==> src/rtl/sync_corr_pkg.sv <==
package sync_corr_pkg;
  // widest supported sync word
  localparam int unsigned WIN_MAX = 64;
  // width of the error allowance field (0..15)
  localparam int unsigned TOL_W   = 4;
endpackage

==> src/rtl/sync_window.sv <==
module sync_window #(
  parameter int unsigned WIN_W = 64,
  parameter int unsigned CNT_W = 7
) (
  input  logic             clk,
  input  logic             rst_n,
  input  logic             bit_en,
  input  logic             bit_in,
  output logic [WIN_W-1:0] win_q,
  output logic [CNT_W-1:0] fill_q
);
  localparam logic [CNT_W-1:0] FULL = CNT_W'(WIN_W);

  logic [WIN_W-1:0] win_d;
  logic [CNT_W-1:0] fill_d;

  always_comb begin
    win_d  = win_q;
    fill_d = fill_q;
    if (bit_en) begin
      win_d = {win_q[WIN_W-2:0], bit_in};
      if (fill_q != FULL) fill_d = fill_q + CNT_W'(1);
    end
  end

  always_ff @(posedge clk or negedge rst_n) begin
    if (!rst_n) begin
      win_q  <= '0;
      fill_q <= '0;
    end else if (bit_en) begin
      win_q  <= win_d;
      fill_q <= fill_d;
    end
  end


  shift_in_chk: assert property (@(posedge clk) disable iff (!rst_n)
    bit_en |=> win_q[0] == $past(bit_in));

  hold_chk: assert property (@(posedge clk) disable iff (!rst_n)
    !bit_en |=> $stable(win_q) && $stable(fill_q));

  fill_bound_chk: assert property (@(posedge clk) disable iff (!rst_n)
    fill_q <= FULL);
endmodule

==> src/rtl/sync_popcnt.sv <==
module sync_popcnt #(
  parameter int unsigned WIN_W  = 64,
  parameter int unsigned CNT_W  = 7,
  parameter bit          INVERT = 1'b0
) (
  input  logic [WIN_W-1:0] win,
  input  logic [WIN_W-1:0] word,
  input  logic [WIN_W-1:0] act_mask,
  output logic [CNT_W-1:0] cnt
);
  logic [WIN_W-1:0] ref_word;
  logic [WIN_W-1:0] diff;

  generate
    if (INVERT) begin : g_inv
      assign ref_word = ~word;
    end else begin : g_true
      assign ref_word = word;
    end
  endgenerate

  assign diff = (win ^ ref_word) & act_mask;

  always_comb begin
    cnt = '0;
    for (int i = 0; i < WIN_W; i++) begin
      cnt = cnt + CNT_W'(diff[i]);
    end
  end
endmodule

==> src/rtl/sync_correlator.sv <==
module sync_correlator #(
  parameter int unsigned WIN_W = sync_corr_pkg::WIN_MAX,
  parameter int unsigned TOL_W = sync_corr_pkg::TOL_W,
  parameter int unsigned CNT_W = $clog2(WIN_W + 1)
) (
  input  logic             clk,
  input  logic             rst_n,
  input  logic             bit_en,
  input  logic             bit_in,
  input  logic [CNT_W-1:0] sync_len,
  input  logic [WIN_W-1:0] sync_word,
  input  logic [WIN_W-1:0] sync_mask,
  input  logic [TOL_W-1:0] err_allow,
  output logic             hit_true,
  output logic             hit_inv,
  output logic [CNT_W-1:0] err_true,
  output logic [CNT_W-1:0] err_inv
);
  logic [WIN_W-1:0] win_q;
  logic [CNT_W-1:0] fill_q;
  logic [WIN_W-1:0] act_mask;
  logic [CNT_W-1:0] cnt_t, cnt_i;
  logic [CNT_W-1:0] allow_w;
  logic             ready;
  logic             hit_t_d, hit_i_d;
  logic             res_vld;

  sync_window #(.WIN_W(WIN_W), .CNT_W(CNT_W)) u_win (
    .clk    (clk),
    .rst_n  (rst_n),
    .bit_en (bit_en),
    .bit_in (bit_in),
    .win_q  (win_q),
    .fill_q (fill_q)
  );

  // positions at or above the programmed length are masked off
  for (genvar i = 0; i < WIN_W; i++) begin : g_act
    assign act_mask[i] = sync_mask[i] & (CNT_W'(i) < sync_len);
  end

  sync_popcnt #(.WIN_W(WIN_W), .CNT_W(CNT_W), .INVERT(1'b0)) u_cnt_true (
    .win      (win_q),
    .word     (sync_word),
    .act_mask (act_mask),
    .cnt      (cnt_t)
  );

  sync_popcnt #(.WIN_W(WIN_W), .CNT_W(CNT_W), .INVERT(1'b1)) u_cnt_inv (
    .win      (win_q),
    .word     (sync_word),
    .act_mask (act_mask),
    .cnt      (cnt_i)
  );

  assign allow_w = CNT_W'(err_allow);
  assign ready   = fill_q >= sync_len;

  always_comb begin
    hit_t_d = ready && (cnt_t <= allow_w);
    hit_i_d = ready && (cnt_i <= allow_w) && !hit_t_d;
  end

  always_ff @(posedge clk or negedge rst_n) begin
    if (!rst_n) begin
      hit_true <= 1'b0;
      hit_inv  <= 1'b0;
      err_true <= '0;
      err_inv  <= '0;
      res_vld  <= 1'b0;
    end else begin
      hit_true <= hit_t_d;
      hit_inv  <= hit_i_d;
      err_true <= cnt_t;
      err_inv  <= cnt_i;
      res_vld  <= 1'b1;
    end
  end


  excl_hit_chk: assert property (@(posedge clk) disable iff (!rst_n)
    !(hit_true && hit_inv));

  count_sum_chk: assert property (@(posedge clk) disable iff (!rst_n)
    res_vld |-> ({1'b0, err_true} + {1'b0, err_inv}) ==
                (CNT_W+1)'($countones($past(act_mask))));

  fill_gate_chk: assert property (@(posedge clk) disable iff (!rst_n)
    (hit_true || hit_inv) |-> $past(fill_q) >= $past(sync_len));

  allow_chk: assert property (@(posedge clk) disable iff (!rst_n)
    hit_true |-> err_true <= CNT_W'($past(err_allow)));
endmodule

==> config.mk <==
export PLATFORM = sky130hd
export DESIGN_NAME = sync_correlator
export DESIGN_NICKNAME = d
export VERILOG_FILES = /design/src/rtl/sync_corr_pkg.sv /design/src/rtl/sync_window.sv /design/src/rtl/sync_popcnt.sv /design/src/rtl/sync_correlator.sv
export SDC_FILE = /design/constraint.sdc
export NUM_CORES = 1
export LEC_CHECK = 0
export ABC_CLOCK_PERIOD_IN_PS = 17400
export BUFFER_PORTS_ARGS = -buffer_cell sky130_fd_sc_hd__buf_4
export CAP_MARGIN = 20
export CORE_MARGIN = 1.5
export CORE_UTILIZATION = 60
export CTS_BUF_LIST = sky130_fd_sc_hd__clkbuf_8 sky130_fd_sc_hd__clkbuf_16
export DETAILED_ROUTE_END_ITERATION = 16
export GPL_ROUTABILITY_DRIVEN = 1
export PLACE_DENSITY_LB_ADDON = 0.3
export REMOVE_ABC_BUFFERS = 1
export SYNTH_ARGS = -nofsm -noshare
export SYNTH_HDL_FRONTEND = slang
export SYNTH_SLANG_ARGS = --single-unit
==> constraint.sdc <==
create_clock -name clk -period 17.4 [get_ports clk]
set_input_delay 2.61 -clock clk [delete_from_list [all_inputs] [get_ports clk]]
set_output_delay 2.61 -clock clk [all_outputs]
set_load 0.01 [all_outputs]
==> qor.yml, run 1 <==
status: "completed"
fin_setup_tns_ns: 0
first_iter_violations: 452
cap_violations: 0
grt_pass1_vias: 6816
synth_area_per_cell_sq_um: 10.0
yosys_warnings: 0
routedWlPerCell_um: 17.9
fin_cells: 1195
drt-total-wl_um: 21400
vias: 6629
post_cts_buffers: 0
hold_violations: 0
ys_ff_latch: 87
clk_path_buf_depth: 2
synth.most_common_cell: "inv_1"
path_clk_slew_ns: 0.07
layout-drive-gt1-share: 0.246
crit_required_ns: 17.65
seq_area_sq_um: 2180
rows: 43
antenna_found_initial: 0
gp_congestion: 0.985
r2r_slack_ns: 9.40
reg2reg_depth: 22
grt_max_degree: 88
synth_edf_count: 0
finalMaxSlewViolations: 0
holdPathStages: 1
tritoncts: "yes"
grt-ovfl-total: 0
critPathArrivalTime_ns: 11.30
die_w_um: 122
hold_buffers: 0
crit_type: "primary input to flop"
end_kind: "flop"
ctsRootBufferMaster: "clkbuf_16"
grt_usage: 0.302
syn_to_final_growth_pct: 20.3
yosys-top-cells-count: "inv_1 (133), fa_1 (108), dfrtp_1 (87), nand2_1 (86), mux2_2 (65)"
period_needed_ns: 11.05
cts_buffers: 9
timing.hold.ws_ns: 0.538
viasPerCell: 5.55
htreeDepth: 3
drc: 0
start_util: 0.617
clk_latency_ns: 0.36
clock_sinks: 87
critPathMaxFanout: 14
ant_nets: 0
place_ws_ns: 6.11
synthArstFlopShare: 1.00
setup_viol: 0
fin_nets: 1310
die_h_um: 122
fillerInstances: 997
pin_count: 159
synth_ff_type: "dfrtp_1"
die_area_sq_um: 15000
dp_hpwl_um: 17800
tightest_slew_ns: 1.11
multiInputGateArea_sq_um: 5820
syn-instance-count: 854
io_buffers: 158
worst_slack_ns: 6.35
max_freq_ghz: 0.0905
grt_pass1_wl_um: 33600
syn-cell-area_sq_um: 8560
netlist.area_leader.share: 0.254
drt-pass1-iter-count: 5
period_share: 0.635
fin_skew_ns: 0.00790
worstSetupStartpointType: "primary input"
seq_area_frac_synth: 0.254
hp-class: "flop to flop"
synth.distinct_cells: 48
dp_cells: 1178
rsz0062_at_grt: "no"
coreArea_sq_um: 13900
num_antenna_cells: 0
synth_area_leaders: "dfrtp_1 (25%), fa_1 (25%), mux2_2 (8.5%)"
timing.slew.headroom: 0.259
synth_top_cell_by_area: "dfrtp_1"
cts_resized: 0
[through the flow]
stage,util,cell area (sq um)
floorplan,-,8500
global placement,0.715,9930
detailed placement,0.715,9930
CTS,0.741,10300
global route,0.742,10300
finish,0.742,10300
[state kept, by name, summed over array words and instances, names as in the netlist]
name	count
u_win.win_q	64
err_inv	7
err_true	7
u_win.fill_q	7
hit_inv	1
hit_true	1
[path summary, 6_finish.rpt]
check	from	end
setup / recovery	sync_len[6]	hit_inv
hold / removal	u_win.fill_q[0]	u_win.fill_q[0]
setup reg to reg	u_win.win_q[1]	hit_inv
hold reg to reg	u_win.fill_q[0]	u_win.fill_q[0]
max in group asynchronous	rst_n	u_win.win_q[34]
min in group asynchronous	rst_n	u_win.win_q[3]
[per-layer routing]
layer  GRT usage  up-vias  share of wire
met2       0.488      331           0.48
met3      0.0618       55          0.088
li1            -     3027              -
met1       0.404     3216           0.40
met4       0.116        0          0.034
met5           0        -              0
[worst max-delay path, cell delays in order]
cell and delay [ns]:
buf_4 0.13, nor2_1 0.45, nand2_1 0.43, nor2_1 0.34, nand2_1 0.10, nand2_1 0.11
nor2_1 0.04, ha_1 0.28, inv_1 0.05, fa_1 0.50, fa_1 0.54, fa_1 0.52
fa_1 0.51, fa_1 0.51, fa_1 0.53, fa_1 0.55, inv_1 0.05, fa_1 0.50
fa_1 0.50, fa_1 0.48, ha_1 0.30, nor2b_1 0.13, o21a_1 0.16, o21a_1 0.15
o21ai_0 0.15, or4b_4 0.48, and4b_1 0.18
[layout make-up]
cell class / count / share of cell area
Clock buffer: 10 / 0.0232
Clock inverter: 6 / 0.0113
Inverter: 134 / 0.0488
Multi-Input combinational cell: 617 / 0.565
Sequential cell: 87 / 0.211
Tap cell: 180 / 0.0219
Timing Repair Buffer: 161 / 0.119
[layout by cell type (no fill, tap or decap), types with 9 or more instances in the layout]
| master | netlist | routed |
|---|---|---|
| xor2_1 | 53 | 53 |
| nand4_1 | 11 | 11 |
| o21ai_0 | 18 | 18 |
| xnor2_1 | 23 | 23 |
| buf_4 | 0 | 160 |
| a21oi_1 | 27 | 27 |
| nor2b_1 | 17 | 17 |
| mux2_2 | 65 | 65 |
| fa_1 | 108 | 108 |
| clkbuf_16 | 0 | 9 |
| nor2_1 | 49 | 49 |
| nand3_1 | 23 | 23 |
| inv_1 | 133 | 133 |
| nand2b_1 | 26 | 26 |
| ha_1 | 49 | 49 |
| nand2_1 | 86 | 86 |
| dfrtp_1 | 87 | 87 |
[kinds of logic after synthesis]
group | after synthesis | share of synthesized area
AO/OA/AOI/OAI | 76 | 0.0539
AND/OR/NAND/NOR | 243 | 0.139
adder cells (fa/ha/maj) | 157 | 0.324
XOR/XNOR | 76 | 0.0777
flip-flops | 87 | 0.254
buffers and inverters | 150 | 0.0660
multiplexers | 65 | 0.0855
Power of run 1 is not shown: default switching activity piles up to over one toggle a cycle in this logic, so the estimate is an artifact.
==> inputs of run 2 (changes only) <==
ABC_CLOCK_PERIOD_IN_PS = 9500   (was 17400)
CORE_UTILIZATION = 52   (was 60)
clock period = 9.5 ns   (was 17.4 ns; I/O delays follow)
==> run 2 against run 1 <==
- routed wire length rose by 5.3%
- highest routed layer unchanged
- global-route usage decreased by 2.6 points
- critical path type unchanged
- design area grew 1.5%
- non-clock buffer count grew 22
- register-to-register slack got worse by 7.9 ns
- via count decreased by 0.62%
- hold slack worse by 0.027 ns
==> qor.yml, run 2 (synthesis results as in run 1) <==
die_w_um: 131  # +7.2%
fin_nets: 1332  # +1.7%
vias: 6588  # -0.62%
placement.cell_area_sq_um: 10100  # +2.1%
period_share: 0.963
rsz0062_at_grt: "no"
ctsRootBufferMaster: "clkbuf_16"
crit_required_ns: 9.75  # -7.90 ns
dp_hpwl_um: 18800  # +5.9%
routedWlPerCell_um: 18.0  # +0.45%
drc: 0  # unchanged
finalMaxSlewViolations: 0  # unchanged
most-common-layout-cells: "buf_4 (182), inv_1 (133), fa_1 (108), dfrtp_1 (87), nand2_1 (86)"
worstSetupStartpointType: "primary input"
grt_pass1_wl_um: 36000  # +7.3%
max_stage_delay_ns: 0.68  # +0.13 ns
io_buffers: 158  # unchanged
path_clk_slew_ns: 0.07  # about the same
timing.slew.headroom: 0.410  # +0.151
gp_congestion: 0.956  # -2.9%
cap_violations: 0  # unchanged
rows: 46  # +7.0%
critPathBufInv: 4  # +1
layout-drive-gt1-share: 0.262  # +0.0160
cts_resized: 0  # unchanged
clock_sinks: 87  # unchanged
grt_max_degree: 88  # unchanged
timing.hold.ws_ns: 0.512  # -0.0265 ns
syn_to_final_growth_pct: 22.2
final_common_cell: "buf_4"
fin_skew_ns: 0.00848  # +0.000583 ns
cts_buffers: 9  # unchanged
grt-ovfl-total: 0  # unchanged
grt_pass1_vias: 6890  # +1.1%
status: "completed"
grt_usage: 0.276  # -0.0260
end_kind: "flop"
final_area_sq_um: 10500  # +1.5%
clk_path_buf_depth: 2  # unchanged
fin_setup_tns_ns: 0  # unchanged
pin_count: 159  # unchanged
critPathMaxFanout: 6  # -8
slowest_stage: "o21ai_1"
largest_reg_flops: 64  # unchanged
viasPerCell: 5.26  # -5.2%
num_antenna_cells: 0  # unchanged
max_freq_ghz: 0.109
htreeDepth: 3  # unchanged
die_h_um: 131  # +7.2%
crit_family: "adder cells"
period_needed_ns: 9.15
ant_nets: 0  # unchanged
start_util: 0.535  # -0.0817
hold_buffers: 0  # unchanged
crit_type: "primary input to flop"
antenna_found_initial: 0  # unchanged
critPathArrivalTime_ns: 9.40  # -1.90 ns
die_area_sq_um: 17200  # +15%
clk_latency_ns: 0.36  # about the same
drt-pass1-iter-count: 5  # unchanged
crit_top_cell: "fa_1"
tritoncts: "yes"
post_cts_buffers: 0  # unchanged
setup_viol: 0  # unchanged
coreArea_sq_um: 16000  # +15%
hold_violations: 0  # unchanged
fin_util: 0.654  # -0.0885
tightest_slew_ns: 0.885  # -0.226 ns
drt-total-wl_um: 22500  # +5.3%
first_iter_violations: 411  # -9.1%
hp-class: "flop to flop"
regMostFlops: "u_win.win_q"
==> run 2: cell count changes in the layout (fill, tap and decap cells not counted), sizes merged <==
cell	change
clkinv	-1
inv	+3
bufinv	-2
buf	+22
clkinvlp	+1
clkbuf	-1
==> run 2: worst paths after layout <==
check                           startpoint               to  slack (ns)  cells past startpoint
min in group asynchronous            rst_n       err_inv[3]        1.05                      1
min                        u_win.fill_q[6]  u_win.fill_q[6]        0.51                      1
max                            sync_len[0]          hit_inv        0.35                     25
max in group asynchronous            rst_n  u_win.win_q[34]        7.78                      2
max reg2reg                 u_win.win_q[0]          hit_inv        1.51                     22
min reg2reg                u_win.fill_q[6]  u_win.fill_q[6]        0.51                      1
==> run 2: routing by layer <==
metal / global-route usage / share of wire / routed length, um
met5: 0 / 0 / 0
met4: 0.0938 / 0.028 / 639
met3: 0.0598 / 0.079 / 1780
met2: 0.442 / 0.47 / 10600
met1: 0.375 / 0.42 / 9470
==> run 2: layout make-up <==
type	count	area [sq um]
tap	216	270
clock inverter	7	77.6
sequential	87	2180
clock buffer	9	225
fill	1335	5540
multi-input combinational	617	5820
inverter	134	503
timing repair buffer	183	1390
==> run 2: worst register-to-register path, stage by stage, from the launching register on <==
cell	delay [ns]
dfrtp_1	0.41
xnor2_1	0.30
nor2_1	0.10
ha_1	0.28
inv_1	0.05
fa_1	0.50
fa_1	0.55
fa_1	0.52
fa_1	0.52
fa_1	0.52
fa_1	0.51
fa_1	0.54
inv_1	0.06
fa_1	0.51
fa_1	0.47
fa_1	0.47
ha_1	0.30
nor2b_1	0.14
o21a_1	0.16
o21a_1	0.15
o21ai_0	0.14
or4b_4	0.48
and4b_1	0.19
==> run 2: stage by stage <==
step | std cells | setup WS, ns
floorplan | 838 | 0.0929
global placement | 1236 | 0.158
detailed placement | 1236 | 0.0726
CTS | 1252 | 0.419
global route | 1253 | 0.0253
finish | 1253 | 0.353
Power of run 2 is left out for the same reason.
==> inputs of run 3 (changes only) <==
ABC_AREA = 1   (was unset)
==> run 3 against run 2 <==
- clock-buffer cell count is the same
- global-route usage grew 0.060 points
- hold slack gained 0.012 ns
- critical endpoint unchanged
- register-to-register slack gained 0.64 ns
- utilization shrank 1.7 points
- largest cell class unchanged
- die area grew 2.8%
- clock skew grew 0.00081 ns
- first-iteration DRC count grew 15%
- design area grew 0.89%
- maximum frequency grew 4.8%
- via count grew 9.7%
==> qor.yml, run 3 <==
ant_nets: 0  # unchanged
startpoint: "sync_len[6]"
fin_setup_tns_ns: 0  # unchanged
crit_top_cell: "fa_1"
ctsRootBufferMaster: "clkbuf_16"
slowest_stage: "fa_1"
die_w_um: 133  # +1.4%
placement.cell_area_sq_um: 10300  # +1.3%
synth_top_cell_by_area: "dfrtp_1"
cts_resized: 0  # unchanged
syn_to_final_growth_pct: 19.8
viasPerCell: 5.07  # -3.6%
synth.most_common_cell: "inv_1"
drt-pass1-iter-count: 5  # unchanged
die_area_sq_um: 17700  # +2.8%
max_stage_delay_ns: 0.54  # -0.14 ns
synthArstFlopShare: 1.00  # unchanged
cap_violations: 0  # unchanged
synth_ff_type: "dfrtp_1"
layout-drive-gt1-share: 0.166  # -0.0966
coreArea_sq_um: 16600  # +3.6%
clk_path_buf_depth: 2  # unchanged
pin_count: 159  # unchanged
rsz0062_at_grt: "no"
worstSetupStartpointType: "primary input"
grt-ovfl-total: 0  # unchanged
synth_area_per_cell_sq_um: 8.45  # -16%
routedWlPerCell_um: 16.5  # -8.1%
synth_area_leaders: "dfrtp_1 (25%), fa_1 (25%), inv_1 (10%)"
vias: 7229  # +9.7%
crit_family: "adder cells"
timing.slew.headroom: 0.460  # +0.0497
crit_path_end: "hit_inv"
syn-instance-count: 1042  # +22%
critPathBufInv: 4  # unchanged
crit_type: "primary input to flop"
hold_buffers: 0  # unchanged
die_h_um: 133  # +1.4%
grt_usage: 0.277  # +0.000599
yosys_warnings: 0  # unchanged
r2r_slack_ns: 2.15  # +0.64 ns
fin_nets: 1503  # +13%
largest_reg_flops: 64  # unchanged
timing.rr.end: "hit_inv"
period_share: 0.919  # -0.0440
clock_sinks: 87  # unchanged
regMostFlops: "u_win.win_q"
hp-class: "flop to flop"
fin_skew_ns: 0.00929  # +0.000815 ns
setup_viol: 0  # unchanged
clk_latency_ns: 0.35  # about the same
cts_buffers: 9  # unchanged
yosys-top-cells-count: "inv_1 (241), nand2_1 (145), fa_1 (108), nor2_1 (94), dfrtp_1 (87)"
period_needed_ns: 8.73  # -0.418 ns
start_util: 0.531  # -0.00418
rows: 47  # +2.2%
syn-cell-area_sq_um: 8810  # +2.8%
gp_congestion: 0.980  # +2.5%
synth.distinct_cells: 36  # -25%
reg2reg_from: "u_win.win_q[1]"
antenna_found_initial: 0  # unchanged
final_area_sq_um: 10600  # +0.89%
seq_area_frac_synth: 0.247  # -0.00701
num_antenna_cells: 0  # unchanged
holdPathStages: 2  # +1
post_cts_buffers: 0  # unchanged
first_iter_violations: 474  # +15%
cp.depth: 28  # +12%
synth_edf_count: 0  # unchanged
critPathMaxFanout: 11  # +5
io_buffers: 158  # unchanged
most-common-layout-cells: "inv_1 (243), buf_4 (169), nand2_1 (145), fa_1 (108), nor2_1 (94)"
crit_required_ns: 9.79  # +0.04 ns
finalMaxSlewViolations: 0  # unchanged
end_kind: "flop"
path_clk_slew_ns: 0.06  # about the same
hold_violations: 0  # unchanged
htreeDepth: 3  # unchanged
grt_pass1_wl_um: 36500  # +1.4%
critPathArrivalTime_ns: 9.02  # -0.38 ns
netlist.area_leader.share: 0.247  # -0.00701
grt_max_degree: 96  # +9.1%
max_freq_ghz: 0.115  # +4.8%
ys_ff_latch: 87  # unchanged
dp_hpwl_um: 20100  # +6.8%
tightest_slew_ns: 0.811  # -0.0746 ns
drc: 0  # unchanged
status: "completed"
final_common_cell: "inv_1"
tritoncts: "yes"
grt_pass1_vias: 7212  # +4.7%
drt-total-wl_um: 23600  # +4.7%
reg2reg_depth: 23  # +4.5%
-- run 3: changes by cell type after synthesis, sizes merged, moves of 26 or more --
cell,delta
inv,+110
mux2,-63
nand2,+61
nand2b,-26
nand4,+43
nor2,+53
-- run 3: layout make-up --
type	count	area [sq um]
fill	1482	6030
multi-input combinational	692	5640
sequential	87	2180
timing repair buffer	169	1270
inverter	244	916
tap	220	275
clock buffer	9	225
clock inverter	6	55.1
-- run 3: metrics by stage --
step	cells	utilization	hold WS, ns	setup slack (ns)
final	1427	0.636	0.524	0.771
after floorplan	1023	-	0.482	0.889
after detailed placement	1412	0.619	0.516	0.446
after CTS	1427	0.636	0.529	0.778
after global placement	1412	0.619	0.504	0.571
after global routing	1427	0.636	0.561	0.406
-- run 3: worst min path at each step --
stage                                from              end
after floorplan           u_win.win_q[12]  u_win.win_q[13]
after global placement    u_win.win_q[12]  u_win.win_q[13]
after detailed placement  u_win.win_q[12]  u_win.win_q[13]
after CTS                 u_win.win_q[26]  u_win.win_q[27]
after global routing      u_win.win_q[12]  u_win.win_q[13]
final                     u_win.win_q[26]  u_win.win_q[27]
-- run 3: worst min-delay path: cells and delay by family, from the launching register on --
kind	cells	cell delay, ns
AND/OR/NAND/NOR	1	0.06
flip-flops	1	0.37
AO/OA/AOI/OAI	1	0.06
-- run 3: cell families after synthesis --
logic type | synth area share
AOI/OAI and AO/OA | 0.0583
xor gates and xnor gates | 0.0756
adders and majority gates | 0.315
buffers and inverters | 0.113
DFF | 0.247
muxes | 0.00256
and+or+nand+nor | 0.188
-- run 3: per-layer routing --
metal	wire (um)	global-route usage	vias to the layer above
met4	781	0.107	0
met5	0	0	-
met2	11200	0.453	249
li1	-	-	3513
met1	10100	0.365	3415
met3	1520	0.0567	52
Power of run 3 is left out for the same reason.
